--- src/rtl/afg_pkg.sv ---
package afg_pkg;
   typedef enum logic [1:0] {
      OP_ADD = 2'd0,
      OP_ADC = 2'd1,
      OP_SUB = 2'd2,
      OP_SBB = 2'd3
   } afg_op_e;

   localparam int FL_CF = 0;
   localparam int FL_PF = 1;
   localparam int FL_AF = 2;
   localparam int FL_ZF = 3;
   localparam int FL_SF = 4;
   localparam int FL_OF = 5;
   localparam int ARITH_FLAGS = 6;
   localparam int CTL_FLAGS   = 3;
endpackage

--- src/rtl/afg_addsub.sv ---
module afg_addsub
   import afg_pkg::*;
#(
   parameter int WIDE_W   = 16,
   parameter int NARROW_W = 8
) (
   input  logic [WIDE_W-1:0] a,
   input  logic [WIDE_W-1:0] b,
   input  logic              cin,
   input  afg_op_e           op,
   input  logic              word,
   output logic [WIDE_W-1:0] res,
   output logic              carry,
   output logic              aux
);
   localparam logic [WIDE_W-1:0] NARROW_MASK = {{(WIDE_W-NARROW_W){1'b0}}, {NARROW_W{1'b1}}};

   logic [WIDE_W-1:0] mask, am, bm;
   logic [WIDE_W:0]   full;
   logic [4:0]        nib;
   logic              ci, is_sub;

   always_comb begin
      mask   = word ? {WIDE_W{1'b1}} : NARROW_MASK;
      am     = a & mask;
      bm     = b & mask;
      ci     = (op == OP_ADC || op == OP_SBB) ? cin : 1'b0;
      is_sub = (op == OP_SUB || op == OP_SBB);
      if (is_sub) begin
         full = {1'b0, am} - {1'b0, bm} - {{WIDE_W{1'b0}}, ci};
         nib  = {1'b0, a[3:0]} - {1'b0, b[3:0]} - {4'b0, ci};
      end else begin
         full = {1'b0, am} + {1'b0, bm} + {{WIDE_W{1'b0}}, ci};
         nib  = {1'b0, a[3:0]} + {1'b0, b[3:0]} + {4'b0, ci};
      end
      res   = full[WIDE_W-1:0] & mask;
      carry = word ? full[WIDE_W] : full[NARROW_W];
      aux   = nib[4];
   end
endmodule

--- src/rtl/afg_flag_eval.sv ---
module afg_flag_eval #(
   parameter int WIDE_W   = 16,
   parameter int NARROW_W = 8,
   parameter int PAR_W    = 8
) (
   input  logic [WIDE_W-1:0] res,
   input  logic              word,
   input  logic              is_sub,
   input  logic              a_sgn,
   input  logic              b_sgn,
   output logic              zf,
   output logic              sf,
   output logic              pf,
   output logic              of
);
   logic [PAR_W-1:0] par_chain;

   generate
      genvar gi;
      for (gi = 0; gi < PAR_W; gi++) begin : g_par
         if (gi == 0) begin : g_first
            assign par_chain[gi] = ~res[gi];
         end else begin : g_next
            assign par_chain[gi] = par_chain[gi-1] ^ res[gi];
         end
      end
   endgenerate

   always_comb begin
      zf = (res == '0);
      sf = word ? res[WIDE_W-1] : res[NARROW_W-1];
      pf = par_chain[PAR_W-1];
      if (is_sub) of = (a_sgn != b_sgn) && (sf != a_sgn);
      else        of = (a_sgn == b_sgn) && (sf != a_sgn);
   end

   // a zero result cannot carry a set sign bit
   always_comb begin
      assert_zero_not_neg_R4: assert (!(zf && sf));
   end
endmodule

--- src/rtl/afg_flag_reg.sv ---
module afg_flag_reg
   import afg_pkg::*;
(
   input  logic                   clk,
   input  logic                   rst_n,
   input  logic                   upd_en,
   input  logic                   ctl_load,
   input  logic [ARITH_FLAGS-1:0] arith_in,
   input  logic [CTL_FLAGS-1:0]   ctl_in,
   output logic [ARITH_FLAGS+CTL_FLAGS-1:0] q
);
   logic [ARITH_FLAGS-1:0] ar_q;
   logic [CTL_FLAGS-1:0]   ct_q;

   always_ff @(posedge clk or negedge rst_n) begin
      if (!rst_n) begin
         ar_q <= '0;
         ct_q <= '0;
      end else begin
         if (upd_en)   ar_q <= arith_in;
         if (ctl_load) ct_q <= ctl_in;
      end
   end

   assign q = {ct_q, ar_q};

   assert_flag_hold_R8: assert property (@(posedge clk) disable iff (!rst_n)
      !upd_en |=> $stable(q[ARITH_FLAGS-1:0]));
   assert_flag_load_R8: assert property (@(posedge clk) disable iff (!rst_n)
      upd_en |=> q[ARITH_FLAGS-1:0] == $past(arith_in));
   assert_ctl_untouched_R9: assert property (@(posedge clk) disable iff (!rst_n)
      !ctl_load |=> $stable(q[ARITH_FLAGS+CTL_FLAGS-1:ARITH_FLAGS]));
endmodule

--- src/rtl/arith_flag_gen.sv ---
module arith_flag_gen
   import afg_pkg::*;
#(
   parameter int WIDE_W   = 16,
   parameter int NARROW_W = 8,
   parameter int PAR_W    = 8
) (
   input  logic                  clk,
   input  logic                  rst_n,
   input  logic [WIDE_W-1:0]     op_a,
   input  logic [WIDE_W-1:0]     op_b,
   input  logic                  carry_in,
   input  logic [1:0]            op_sel,
   input  logic                  word_mode,
   input  logic                  upd_en,
   input  logic                  ctl_load,
   input  logic [CTL_FLAGS-1:0]  ctl_val,
   output logic [WIDE_W-1:0]     result,
   output logic [ARITH_FLAGS-1:0] live_flags,
   output logic [ARITH_FLAGS+CTL_FLAGS-1:0] flags_q
);
   generate
      if (WIDE_W != 2 * NARROW_W) begin : g_bad_w
         $error("WIDE_W must be twice NARROW_W");
      end
      if (PAR_W > NARROW_W || NARROW_W < 5) begin : g_bad_p
         $error("PAR_W must fit in NARROW_W, NARROW_W at least 5");
      end
   endgenerate

   afg_op_e op;
   logic    carry, aux, zf, sf, pf, of, a_sgn, b_sgn, is_sub;

   assign op     = afg_op_e'(op_sel);
   assign is_sub = op_sel[1];
   assign a_sgn  = word_mode ? op_a[WIDE_W-1] : op_a[NARROW_W-1];
   assign b_sgn  = word_mode ? op_b[WIDE_W-1] : op_b[NARROW_W-1];

   afg_addsub #(.WIDE_W(WIDE_W), .NARROW_W(NARROW_W)) u_core (
      .a(op_a), .b(op_b), .cin(carry_in), .op(op), .word(word_mode),
      .res(result), .carry(carry), .aux(aux));

   afg_flag_eval #(.WIDE_W(WIDE_W), .NARROW_W(NARROW_W), .PAR_W(PAR_W)) u_eval (
      .res(result), .word(word_mode), .is_sub(is_sub), .a_sgn(a_sgn), .b_sgn(b_sgn),
      .zf(zf), .sf(sf), .pf(pf), .of(of));

   always_comb begin
      live_flags        = '0;
      live_flags[FL_CF] = carry;
      live_flags[FL_PF] = pf;
      live_flags[FL_AF] = aux;
      live_flags[FL_ZF] = zf;
      live_flags[FL_SF] = sf;
      live_flags[FL_OF] = of;
   end

   afg_flag_reg u_reg (
      .clk(clk), .rst_n(rst_n), .upd_en(upd_en), .ctl_load(ctl_load),
      .arith_in(live_flags), .ctl_in(ctl_val), .q(flags_q));

   assert_byte_upper_clear_R1: assert property (@(posedge clk) disable iff (!rst_n)
      !word_mode |-> result[WIDE_W-1:NARROW_W] == '0);
   assert_add_no_carry_no_wrap_R2: assert property (@(posedge clk) disable iff (!rst_n)
      (!is_sub && !word_mode && !live_flags[FL_CF]) |->
      result[NARROW_W-1:0] >= op_a[NARROW_W-1:0]);
endmodule

--- config.mk ---
export PLATFORM = sky130hd
export DESIGN_NAME = arith_flag_gen
export DESIGN_NICKNAME = d
export VERILOG_FILES = /design/src/rtl/afg_pkg.sv /design/src/rtl/afg_addsub.sv /design/src/rtl/afg_flag_eval.sv /design/src/rtl/afg_flag_reg.sv /design/src/rtl/arith_flag_gen.sv
export SDC_FILE = /design/constraint.sdc
export NUM_CORES = 1
export LEC_CHECK = 0
export BUFFER_PORTS_ARGS = -buffer_cell sky130_fd_sc_hd__buf_4
export CORE_MARGIN = 4
export CORE_UTILIZATION = 45
export DETAILED_ROUTE_END_ITERATION = 12
export GPL_ROUTABILITY_DRIVEN = 0
export GPL_TIMING_DRIVEN = 0
export PLACE_DENSITY = 0.68
export SLEW_MARGIN = 30
export SYNTH_ARGS = -nofsm -noshare
export SYNTH_HDL_FRONTEND = slang
export SYNTH_SLANG_ARGS = --single-unit
--- constraint.sdc ---
create_clock -name clk -period 18 [get_ports clk]
set_clock_uncertainty 0.2 [all_clocks]
set_input_delay 4.5 -clock clk [delete_from_list [all_inputs] [get_ports clk]]
set_output_delay 4.5 -clock clk [all_outputs]
set_load 0.03 [all_outputs]
==> results of run 1 <==
-- state kept, by name, summed over array words and instances, names as in the netlist --
| signal | count |
|---|---|
| u_reg.ct_q | 3 |
| u_reg.ar_q | 6 |
-- report_power, final --
group,internal (mW),switching [mW],total (mW)
Combinational,0.0857,0.113,0.198
Clock,0.0154,0.00819,0.0236
Sequential,0.0243,0.00193,0.0262
-- cell type report --
cell class	instances	area share, %
multi-input combinational	306	66.4
timing repair buffer	72	15.3
sequential	9	6.37
inverter	57	6.06
tap	75	2.66
buffer	12	1.91
clock buffer	4	1.27
-- layer usage --
metal | vias to the layer above | part of all wire, % | track usage (%) | routed length [um]
li1 | 1514 | - | - | -
met1 | 1379 | 44 | 26.8 | 3440
met2 | 80 | 49 | 35.1 | 3790
met3 | 12 | 5.2 | 1.98 | 404
met4 | 0 | 1.6 | 4.60 | 123
met5 | - | 0 | 0 | 0
-- kinds of logic after synthesis --
| group | after synthesis | synth area share, % |
|---|---|---|
| AO/OA/AOI/OAI | 102 | 25.3 |
| XOR/XNOR | 21 | 6.93 |
| adder cells (fa/ha/maj) | 50 | 23.0 |
| buffers and inverters | 69 | 9.86 |
| flip-flops | 9 | 7.89 |
| multiplexers | 13 | 4.95 |
| AND/OR/NAND/NOR | 120 | 22.1 |
-- placed cells by master, fill, tap and decap left out, drive strengths merged, types with 4 or more instances in the layout --
master | netlist | layout
nand2 | 25 | 25
o21ai | 22 | 22
nor2 | 30 | 30
o211ai | 4 | 4
ha | 46 | 46
nor4 | 6 | 6
a31oi | 4 | 4
clkbuf | 5 | 9
and2 | 11 | 11
nand2b | 4 | 4
a21oi | 24 | 24
mux2i | 4 | 4
a311oi | 5 | 5
xor2 | 4 | 4
nor2b | 5 | 5
inv | 57 | 57
o21a | 5 | 5
mux2 | 9 | 9
nor3 | 12 | 12
dfrtp | 9 | 9
o311ai | 4 | 4
buf | 7 | 79
a21o | 4 | 4
nand3 | 5 | 5
fa | 4 | 4
nand4b | 4 | 4
a211oi | 7 | 7
xnor2 | 16 | 16
-- worst max-delay path, cell delays in order --
cell	delay [ns]
buf_4	0.11
clkbuf_1	0.38
clkbuf_1	0.44
nand2_1	0.14
ha_1	0.41
inv_1	0.10
ha_1	0.36
a21oi_1	0.20
o21ai_0	0.14
o21ai_0	0.14
o311ai_0	0.21
nor4bb_1	0.43
or4b_4	0.53
nor4_1	0.22
buf_4	0.16
buf_4	0.14
-- stage by stage --
stage | util (%) | cell area (um2)
after floorplan | - | 2850
after global placement | 57.9 | 3490
after detailed placement | 57.9 | 3490
after CTS | 58.6 | 3530
after global routing | 58.6 | 3530
final | 58.6 | 3530
-- worst paths after layout --
path	slack, ns	start	depth (start not counted)	to
setup reg to reg	17.06	u_reg.ar_q[2]	1	u_reg.ar_q[2]
setup / recovery	4.66	word_mode	16	live_flags[3]
min in group asynchronous	3.88	rst_n	1	u_reg.ct_q[1]
max in group asynchronous	13.59	rst_n	1	u_reg.ar_q[3]
hold reg to reg	0.30	u_reg.ar_q[0]	1	u_reg.ar_q[0]
hold / removal	0.30	u_reg.ar_q[0]	1	u_reg.ar_q[0]
==> impl_metrics.tcl, run 1 <==
set metrics [dict create \
    cts_hold_buf 0 \
    timing_hold_violations_final 0 \
    grt_usage_pct 20.2 \
    yosysSeqAreaShare_pct 7.89 \
    cts.path.max_buffers 2 \
    finalCriticalPeriod_ns 13.34 \
    wl_per_cell_um 14.5 \
    clkTransAtPathRegs_ns 0.04 \
    ys_ff_latch 9 \
    final.setup.worst_slack_ns 4.66 \
    die-height_um 87.6 \
    cp.required_ns 13.30 \
    cts_tree "built" \
    grt_pass1_wl_um 12800 \
    startpoint_type "input port" \
    cts_buffers 3 \
    row_count 28 \
    ys.warnings.count 0 \
    finalSetupViolCount 0 \
    final-seq-area_um2 225 \
    core-area_mm2 0.00603 \
    vias 2985 \
    cts_sinks 9 \
    drtIter0Drc 129 \
    path_class "input port to output pin" \
    yosys.area.top_type "ha_1" \
    syn_area_mm2 0.00285 \
    grt_pass1_vias 2827 \
    cap_viol_max_count 0 \
    p_leak_nw 1.76 \
    ctsResizeCount 0 \
    ioPinCount 74 \
    ir_worst_vdd_v 0.0000695 \
    port_buffers 72 \
    die_w_um 87.6 \
    clock_latency_ns 0.23 \
    antenna_found_initial 0 \
    avgSynthCellArea_um2 7.43 \
    min_path_type "flip-flop to flip-flop" \
    outcome "completed" \
    synthFlopType "dfrtp_1" \
    fmax_mhz 75.0 \
    slew_headroom_pct 60.1 \
    pre_cts_slack_ns 4.63 \
    dieArea_mm2 0.00768 \
    hold_ws_ns 0.301 \
    initial_core_util_pct 47.4 \
    fill_cells 612 \
    synthCells 384 \
    syn_to_final_growth_pct 23.8 \
    synth_edf_count 0 \
    min_period_over_period_pct 74.1 \
    drtAntennaViolNets 0 \
    dp_hpwl_um 6630 \
    via_per_inst 5.58 \
    diodes 0 \
    synth_top_area_share_pct 20.2 \
    wirelength_um 7760 \
    stdcell_count 535 \
    synth_nets 477 \
    h-tree-depth 1 \
    fin_setup_tns_ns 0 \
    async_flop_share_pct 100 \
    drcViolationCount 0 \
    grt_overflow 0 \
    multi_input_area_mm2 0.00235 \
    crit_path_end_kind "output pin" \
    drive_above_1_share_pct 22.2 \
    dp.cells 531 \
    cp.arrival_ns 8.64 \
    fin_nets 554 \
    synthTopCellsByCount "inv_1 (57), ha_1 (46), nor2_1 (29), nand2_1 (25), a21oi_1 (24)" \
    synth.area.top_cells "ha_1 (20%), dfrtp_1 (7.9%), inv_1 (7.5%)" \
    path_max_fanout 10 \
    grt_max_degree 11 \
    yosys.cell_types.count 61 \
    yosysMostFrequentCell "inv_1" \
    worstMarginPinSlew_ns 0.591 \
    slew_violations 0 \
    drt-pass1-iter-count 5 \
    power.density_mw_per_mm2 70.2 \
    grt_setup_unrepaired "false" \
    cts_root_buf "clkbuf_8" \
    cts_setup_buffers 0 \
    power_mw 0.248 \
]
(Power assumes the default switching activity.)
==> inputs of run 2 (changes only) <==
--- a/config.mk
+++ b/config.mk
@@ -5,13 +5,14 @@
 export SDC_FILE = /design/constraint.sdc
 export NUM_CORES = 1
 export LEC_CHECK = 0
+export ABC_AREA = 1
 export BUFFER_PORTS_ARGS = -buffer_cell sky130_fd_sc_hd__buf_4
 export CORE_MARGIN = 4
 export CORE_UTILIZATION = 45
 export DETAILED_ROUTE_END_ITERATION = 12
 export GPL_ROUTABILITY_DRIVEN = 0
 export GPL_TIMING_DRIVEN = 0
-export PLACE_DENSITY = 0.68
+export PLACE_DENSITY = 0.69
 export SLEW_MARGIN = 30
 export SYNTH_ARGS = -nofsm -noshare
 export SYNTH_HDL_FRONTEND = slang
==> constraint.sdc (replaced) <==
create_clock -name clk -period 10.7 [get_ports clk]
set_clock_uncertainty 0.2 [all_clocks]
set_input_delay 2.675 -clock clk [delete_from_list [all_inputs] [get_ports clk]]
set_output_delay 2.675 -clock clk [all_outputs]
set_load 0.03 [all_outputs]
==> run 2 against run 1 <==
Effect of this change: critical path type unchanged; utilization decreased by 2.9 points; via count increased by 28%; synthesized cell count increased by 59%.
==> impl_metrics.tcl, run 2 <==
set metrics [dict create \
    crit_top_cell "nand3_1" \
    ys.warnings.count 0 \
    clkTransAtPathRegs_ns 0.04 \
    min_path_type "flip-flop to flip-flop" \
    cts.path.max_buffers 2 \
    path_max_fanout 10 \
    cts_hold_buf 0 \
    grt_pass1_wl_um 15100 \
    cts_sinks 9 \
    sw_frac_of_total_pct 53.9 \
    h-tree-depth 1 \
    wl_per_cell_um 11.6 \
    cts_root_buf "clkbuf_8" \
    grt_overflow 0 \
    timing_hold_violations_final 0 \
    startpoint_type "input port" \
    grt_pass1_vias 3456 \
    layout_commonest_cell "nand2_1" \
    reg_top3 "u_reg.ar_q: 6 flops, u_reg.ct_q: 3 flops" \
    synth.area.top_cells "nand2_1 (22%), ha_1 (17%), inv_1 (16%)" \
    cts_buffers 3 \
    combinationalPowerShare_pct 79.0 \
    yosysMostFrequentCell "nand2_1" \
    dp_hpwl_um 7980 \
    r2r-start "u_reg.ct_q[2]" \
    synthTopCellsByCount "nand2_1 (192), inv_1 (147), nand3_1 (72), ha_1 (46), nor2_1 (34)" \
    ctsResizeCount 0 \
    drtAntennaViolNets 0 \
    dieArea_mm2 0.00889 \
    drive_above_1_share_pct 16.6 \
    p_int_mw 0.180 \
    crit_path_end "live_flags[3]" \
    crit_slowest_cell "clkbuf_1" \
    yosys.cell_types.count 35 \
    top_register "u_reg.ar_q" \
    fin_util_pct 55.8 \
    grt_max_degree 11 \
    grt_usage_pct 20.9 \
    largest_register_ffs 6 \
    vias 3816 \
    worstSetupStartpoint "word_mode" \
    crit_path_end_kind "output pin" \
    finalCriticalPeriod_ns 9.13 \
    core-area_mm2 0.00725 \
    ioPinCount 74 \
    cp.required_ns 7.83 \
    path_class "input port to output pin" \
    power.density_mw_per_mm2 96.3 \
    via_per_inst 4.86 \
    port_buffers 70 \
    synth_top_area_share_pct 21.5 \
    min_period_over_period_pct 85.3 \
    fmax_mhz 110 \
    outcome "completed" \
    r2r_slack_ns 9.75 \
    crit_path_cell_trace "clkbuf_1 > clkbuf_1 > buf_1 > nand2_1 > inv_1 > ha_1 > inv_1 > ha_1 > nand2_1 > inv_1 > a21oi_1 > nand3_1 > nand2_1 > nand3_1 > nand3_1 > nand3_1 > nor2_1 > and2_1 > buf_4 > buf_4" \
    grt_setup_unrepaired "false" \
    yosys.area.top_type "nand2_1" \
    fin_nets 780 \
    fin_setup_tns_ns 0 \
    worstMarginPinSlew_ns 0.620 \
    die-height_um 94.3 \
    reg2reg_depth 1 \
    diodes 0 \
    die_w_um 94.3 \
    cap_viol_max_count 0 \
    pwr-share-clk_pct 10.0 \
    p_leak_nw 2.60 \
    finalSetupViolCount 0 \
    drcViolationCount 0 \
    synth_edf_count 0 \
    row_count 31 \
    initial_core_util_pct 46.2 \
    syn_area_mm2 0.00335 \
    yosysSeqAreaShare_pct 6.72 \
    drtIter0Drc 302 \
    cpPeakStageDelay_ns 0.47 \
    ir_worst_vdd_v 0.0000441 \
    cts_setup_buffers 0 \
    cp.arrival_ns 6.25 \
    fill_cells 761 \
    cts_tree "built" \
    drt-pass1-iter-count 5 \
    synthFlopType "dfrtp_1" \
    syn_to_final_growth_pct 20.7 \
    async_flop_share_pct 100 \
    synth_nets 705 \
    wirelength_um 9080 \
    synthCells 612 \
    netSwitchingPower_mw 0.210 \
    antenna_found_initial 0 \
    p_seq_share_pct 11.0 \
    avgSynthCellArea_um2 5.48 \
    slew_violations 0 \
    slew_headroom_pct 58.7 \
    r2r_end "u_reg.ct_q[2]" \
    final.setup.worst_slack_ns 1.57 \
    pre_cts_slack_ns 1.58 \
    final_cell_mix "nand2_1 (192), inv_1 (147), buf_4 (76)" \
    clock_latency_ns 0.23 \
    hold_depth 2 \
    ys_ff_latch 9 \
]
[run 2: cell count changes in the layout (fill, tap and decap cells not counted), sizes merged, moves of 6 or more]
cell | previous run | this run
and2 | 11 | 4
nand3 | 5 | 77
a211oi | 7 | 0
mux2 | 9 | 3
nor3 | 12 | 5
nand2 | 25 | 208
nand4 | 2 | 10
xnor2 | 16 | 1
o21ai | 22 | 10
nor4 | 6 | 0
inv | 57 | 150
nor2 | 30 | 37
[run 2: logic make-up (layout without fill, tap and decap cells)]
kind of cell,count (synthesis),in the layout,share of synthesized area (%)
DFF,9,9,6.72
muxes,3,3,1.01
and+or+nand+nor,342,342,45.0
AOI/OAI and AO/OA,42,42,7.13
adders and majority gates,50,50,19.6
buffers and inverters,163,237,19.8
xor gates and xnor gates,3,3,0.784
[run 2: worst min-delay path by stage]
stage	start	end	slack [ns]
after floorplan	u_reg.ar_q[1]	u_reg.ar_q[1]	0.46
after global placement	u_reg.ar_q[1]	u_reg.ar_q[1]	0.27
after detailed placement	u_reg.ar_q[5]	u_reg.ar_q[5]	0.28
after CTS	u_reg.ar_q[5]	u_reg.ar_q[5]	0.29
after global routing	u_reg.ar_q[1]	u_reg.ar_q[1]	0.30
final	u_reg.ar_q[5]	u_reg.ar_q[5]	0.29
[run 2: stage by stage]
step | cell area (um2) | hold WS [ns] | cells | total power, mW
after CTS | 4050 | 0.288 | 785 | 0.390
after global placement | 4000 | 0.268 | 781 | 0.345
after floorplan | 3350 | 0.457 | 612 | 0.263
final | 4050 | 0.288 | 785 | 0.390
after detailed placement | 4000 | 0.276 | 781 | 0.351
after global routing | 4050 | 0.300 | 785 | 0.431
[run 2: power groups by stage]
stage	Clock, mW	Sequential (mW)	Combinational [mW]
detailed placement	0	0.0434	0.307
floorplan	0	0.0543	0.209
finish	0.0389	0.0428	0.308
global placement	0	0.0430	0.302
CTS	0.0394	0.0430	0.308
global route	0.0419	0.0435	0.346
[run 2: routing by layer]
metal / track usage [%] / wire [um]
met2: 35.9 / 4180
met5: 0 / 0
met3: 1.68 / 571
met1: 28.2 / 4180
met4: 5.17 / 147
[run 2: critical path, delay by kind of cell]
kind                       cells  cell delay, ns
buffers and inverters          8            1.64
and+or+nand+nor                9            1.12
adders and majority gates      2            0.57
AOI/OAI and AO/OA              1            0.24
[run 2: cell type report]
type,instances,area [um2],area share (%)
Tap cell,99,124,3.06
Sequential cell,9,225,5.57
Timing Repair Buffer,70,526,13.0
Clock buffer,4,45.0,1.11
Multi-Input combinational cell,440,2460,60.9
Inverter,150,568,14.0
Buffer,13,95.1,2.35
